File: src/rtl/sclk_prescaler.sv
`timescale 1ns/1ps
module sclk_prescaler (
  input  logic       clk,
  input  logic       rst_n,
  input  logic [7:0] cfg,
  input  logic       wide_mode,
  input  logic       run,
  output logic       sclk,
  output logic       lead_stb,
  output logic       trail_stb
);
  localparam int SCL_W   = 4;
  localparam int EXP_MAX = 7;
  localparam int DIV_W   = SCL_W + EXP_MAX;

  logic [SCL_W-1:0] scaler;
  logic [2:0]       expo;
  logic [DIV_W-1:0] div_wide, div_narrow, div_new;
  logic             cfg_ok;

  assign scaler     = cfg[3:0];
  assign expo       = {cfg[7:6], cfg[4]};
  assign div_wide   = DIV_W'(scaler) << expo;
  assign div_narrow = DIV_W'({cfg[3:0], 1'b0});
  assign div_new    = wide_mode ? div_wide : div_narrow;
  assign cfg_ok     = wide_mode ? (scaler != '0) : (cfg[4] && cfg[3:1] != 3'd0);

  logic             active;
  logic [DIV_W-1:0] div_q, cnt, half_q;
  logic             div_one, at_end;

  assign half_q  = div_q >> 1;
  assign div_one = (div_q == DIV_W'(1));
  assign at_end  = (cnt == div_q - DIV_W'(1));

  always_ff @(posedge clk or negedge rst_n) begin
    if (!rst_n) begin
      active <= 1'b0;
      cnt    <= '0;
      div_q  <= DIV_W'(1);
    end else if (!run) begin
      active <= 1'b0;
      cnt    <= '0;
    end else if (active) begin
      if (at_end) begin
        cnt <= '0;
        if (cfg_ok) div_q <= div_new;
        else        active <= 1'b0;
      end else begin
        cnt <= cnt + DIV_W'(1);
      end
    end else if (cfg_ok) begin
      active <= 1'b1;
      cnt    <= '0;
      div_q  <= div_new;
    end
  end

  assign sclk      = active && (div_one ? clk : (cnt < half_q));
  assign lead_stb  = active && (cnt == '0);
  assign trail_stb = active && (cnt == half_q);

  a_r8_idle_after_stop: assert property (@(posedge clk) disable iff (!rst_n)
    !run |=> (!lead_stb && !trail_stb && !active));
  a_r3_divisor_nonzero: assert property (@(posedge clk) disable iff (!rst_n)
    active |-> (div_q != '0));
  a_r5_count_in_range: assert property (@(posedge clk) disable iff (!rst_n)
    active |-> (cnt < div_q));
  a_r7_divisor_held: assert property (@(posedge clk) disable iff (!rst_n)
    (active && cnt != '0) |-> $stable(div_q));
  a_r9_lead_one_cycle: assert property (@(posedge clk) disable iff (!rst_n)
    (lead_stb && !div_one) |=> !lead_stb);
endmodule

File: config.mk
export PLATFORM = sky130hd
export DESIGN_NAME = sclk_prescaler
export DESIGN_NICKNAME = d
export VERILOG_FILES = /design/src/rtl/sclk_prescaler.sv
export SDC_FILE = /design/constraint.sdc
export NUM_CORES = 1
export LEC_CHECK = 0
export ABC_AREA = 1
export BUFFER_PORTS_ARGS = -buffer_cell sky130_fd_sc_hd__buf_2
export CAP_MARGIN = 20
export CORE_MARGIN = 8
export CORE_UTILIZATION = 62
export CTS_CLUSTER_SIZE = 28
export DETAILED_ROUTE_END_ITERATION = 16
export GPL_ROUTABILITY_DRIVEN = 1
export PLACE_DENSITY = 0.88
export SLEW_MARGIN = 20
export SYNTH_ARGS = -nofsm -noshare
export SYNTH_HDL_FRONTEND = slang
export SYNTH_SLANG_ARGS = --single-unit
File: constraint.sdc
create_clock -name clk -period 4.7 [get_ports clk]
set_input_delay 1.41 -clock clk [delete_from_list [all_inputs] [get_ports clk]]
set_output_delay 1.41 -clock clk [all_outputs]
set_load 0.01 [all_outputs]
### Yosys cells after proc, flatten, opt, wreduce, memory -nomap -nowiden

Index checks and enable logic that the tools add are counted.
Widths: inputs -> output; s select.

* register bits after elaboration: 23
* input port bits: 12
* word-level logic and storage cells: 34

* add/subtract/negate cells: 2
* order comparisons: 1
* eq/ne operators: 5
* shift operators: 1
* multiplexer cells: 14
* reduce and logical (&&, ||, !) cells: 8

Operators with widths (number)
* $mux 11: 8
* $add 11x1->11 const B: 1
* $eq 11x1->1 const B: 1
* $eq 11x10->1: 1
* $eq 11x11->1: 1
* $logic_not 11->1: 1
* $lt 11x10->1: 1
* $shl 4x3->11: 1
* $sub 11x1->11 const B: 1
* $mux 1: 6
* $logic_and 1x1->1: 4
* $reduce_bool 4->1: 1
* $ne 3x1->1 const B: 1
* $reduce_bool 3->1: 1
* $ne 2x1->1 const B: 1
* $reduce_and 2->1: 1

### Longest topological paths before layout

* depth after elaboration: 7
* gate-level depth with buffers: 17
* depth with buffers taken out: 16

==> run summary <==
Critical Path RT = 3.29 ns
Post-synth ARST share = 100%
worst slew pin tran = 0.686 ns
I/O pin count = 15
Main synth FF type = dfrtp_1
Mapped Area = 2020 um^2
Die Footprint = 5340 um^2
Post-Syn Area per Cell = 6.63 um^2
Avg WL per Cell = 12.9 um
startpoint types = clock port
initial antenna violation count = 0
Resized cells post-CTS = 0
total track usage = 19.4%
# setup viols final = 0
CP max FO = 2
GRT overflow = 0
Setup Buffers After CTS = 0
Syn. warnings = 0
Simple-Gate Fraction of Synth Area = 38.0%
Worst Path Arrival = 2.91 ns
Final Max Slew Viols = 0
P_leak = 1.08 nW
Setup TNS = 0 ns
first-pass detailed-route iteration total = 4
Cell Area, Placed = 2100 um^2
hold buffer count at cts = 0
DRC Markers = 0
CTS tree = yes
via count = 1995
Post-Syn Instances = 305
largest family of logic cells by synthesized area = simple AND/OR/NAND/NOR gates
Post-DRT Antenna Nets = 0
worst hold path class = reg2reg
fillers = 282
WL final = 4660 um
status = finished, final reports clean
worst vdd ir = 0.174 mV
Distinct cells, synth = 29
Buffers on Ports = 13
drt via density = 5.51
Final Cell Area = 2140 um^2
MaxCap Viol Count = 0
compound-cell area share of the yosys netlist = 10.3%
Die Ht = 73.1 um
Worst-Skew Late Latency = 0.42 ns
std cell rows = 20
ant diodes = 0
#FFs+latches synth = 23
Area Overhead vs Synth = 6.13%
first-pass GRT wire length = 8320 um
share of layout cells above drive strength 1 = 10.4%
xor-xnor portion of the synthesized cell area = 5.63%
RSZ-0062 raised after global routing = false
Iter 0 DRT Violations = 126
post-DP HPWL = 3680 um
Final nets = 345
mux cell area share after synthesis = 0%
largest net degree at the start of global routing = 24
total core area = 3080 um^2
Final Hold Fails = 0
Synth Area in Adders = 8.67%
pwr dens = 275 nW/um^2
die width = 73.1 um
Worst-path clk slew = 0.12 ns
post-synthesis sequential area ratio = 28.5%
Initial Util = 65.7%
Post-Syn Nets = 331
vias in the first global route = 1957
Rel. slew slack = 54.1%
Critical Path Sink Type = output pin
Crit Path Class = clk2out
Final Skew = 0.00124 ns
Post-synth EDFFs = 0
routability congestion estimate = 0.938
-- layout make-up --
class                   instances  area [um^2]  share of cell area (%)
clock buffers                   8         53.8                    2.51
inverters                      36          135                    6.30
multi-input cells             239         1260                    58.9
flip-flops and latches         23          577                    26.9
well taps                      44         55.1                    2.57
repair buffers                 12         60.1                    2.80
-- per-stage QoR --
| step | hold slack (ns) | setup WS (ns) | power, mW | std cells | util (%) |
|---|---|---|---|---|---|
| 2_1_floorplan | 0.459 | 0.723 | 0.413 | 305 | - |
| 5_1_grt | 0.546 | 0.268 | 0.644 | 362 | 69.7 |
| 6_report | 0.505 | 0.377 | 0.590 | 362 | 69.7 |
| 4_1_cts | 0.504 | 0.366 | 0.591 | 362 | 69.7 |
| 3_5_place_dp | 0.485 | 0.629 | 0.463 | 355 | 68.1 |
| 3_3_place_gp | 0.481 | 0.629 | 0.457 | 355 | 68.1 |
-- cell families after synthesis --
| logic type | count (synthesis) |
|---|---|
| compound gates | 39 |
| xor+xnor | 13 |
| fa+ha+maj | 14 |
| buf+inv | 43 |
| flops | 23 |
| simple gates | 173 |
-- cell usage after synthesis, types with 2 or more instances --
library cell  instances  share of area, %
dfrtp_1              22                27
nor2_1               33               6.1
a21oi_1              14               3.5
ha_1                 14               8.7
xnor2_1               2              0.87
xor2_1               11               4.8
nor2_2                3              0.93
buf_6                 2               1.1
o22ai_1               4               1.2
nand2_2               4               1.2
nor3_1                3              0.74
nor2_4                2               1.1
nand4_1               7               2.2
o21ai_0              16               4.0
nand2_1              88                16
nand3_1              28               6.9
clkbuf_1              4              0.74
o21ai_1               3              0.74
inv_1                35               6.5
-- routing by layer --
| metal | routed length (um) | track usage, % |
|---|---|---|
| met5 | 0 | 0 |
| met4 | 101 | 10.2 |
| met3 | 293 | 3.30 |
| met2 | 2080 | 28.3 |
| met1 | 2190 | 26.3 |
-- state kept, by name, summed over array words and instances (netlist names) --
name	count
active	1
div_q	11
cnt	11
-- placed cells by master, fill, tap and decap left out, drive strengths merged, types with 2 or more instances in the layout --
cell type   n
clkbuf      7
o21ai      19
nor3        3
nand3      29
xor2       11
inv        36
dfrtp      22
buf        13
xnor2       2
nand4       7
nand2      93
o22ai       4
nor2       38
ha         14
a21oi      14
-- path summary, 6_finish.rpt --
| kind | start | end | slack [ns] | cells past startpoint |
|---|---|---|---|---|
| setup / recovery | clk | sclk | 0.38 | 5 |
| hold / removal | div_q[0]$_DFFE_PN1P_ | div_q[0]$_DFFE_PN1P_ | 0.51 | 2 |
| setup reg to reg | div_q[0]$_DFFE_PN1P_ | cnt[3]$_DFFE_PN0P_ | 2.36 | 13 |
| hold reg to reg | div_q[0]$_DFFE_PN1P_ | div_q[0]$_DFFE_PN1P_ | 0.51 | 2 |
| max in group asynchronous | rst_n | div_q[0]$_DFFE_PN1P_ | 3.40 | 1 |
| min in group asynchronous | rst_n | cnt[0]$_DFFE_PN0P_ | 0.94 | 1 |
-- where the power goes --
group          switching [mW]  leakage, nW  internal, mW
sequential             0.0256        0.308         0.212
clock                  0.0686       0.0360        0.0635
combinational           0.143        0.738        0.0766
total                   0.237         1.08         0.353
-- worst max-delay path: stages --
cell	delay [ns]
clkbuf_4	0.11
clkbuf_4	0.12
o21ai_0	0.14
a21oi_1	0.05
buf_2	0.14
(Power assumes the default switching activity.)
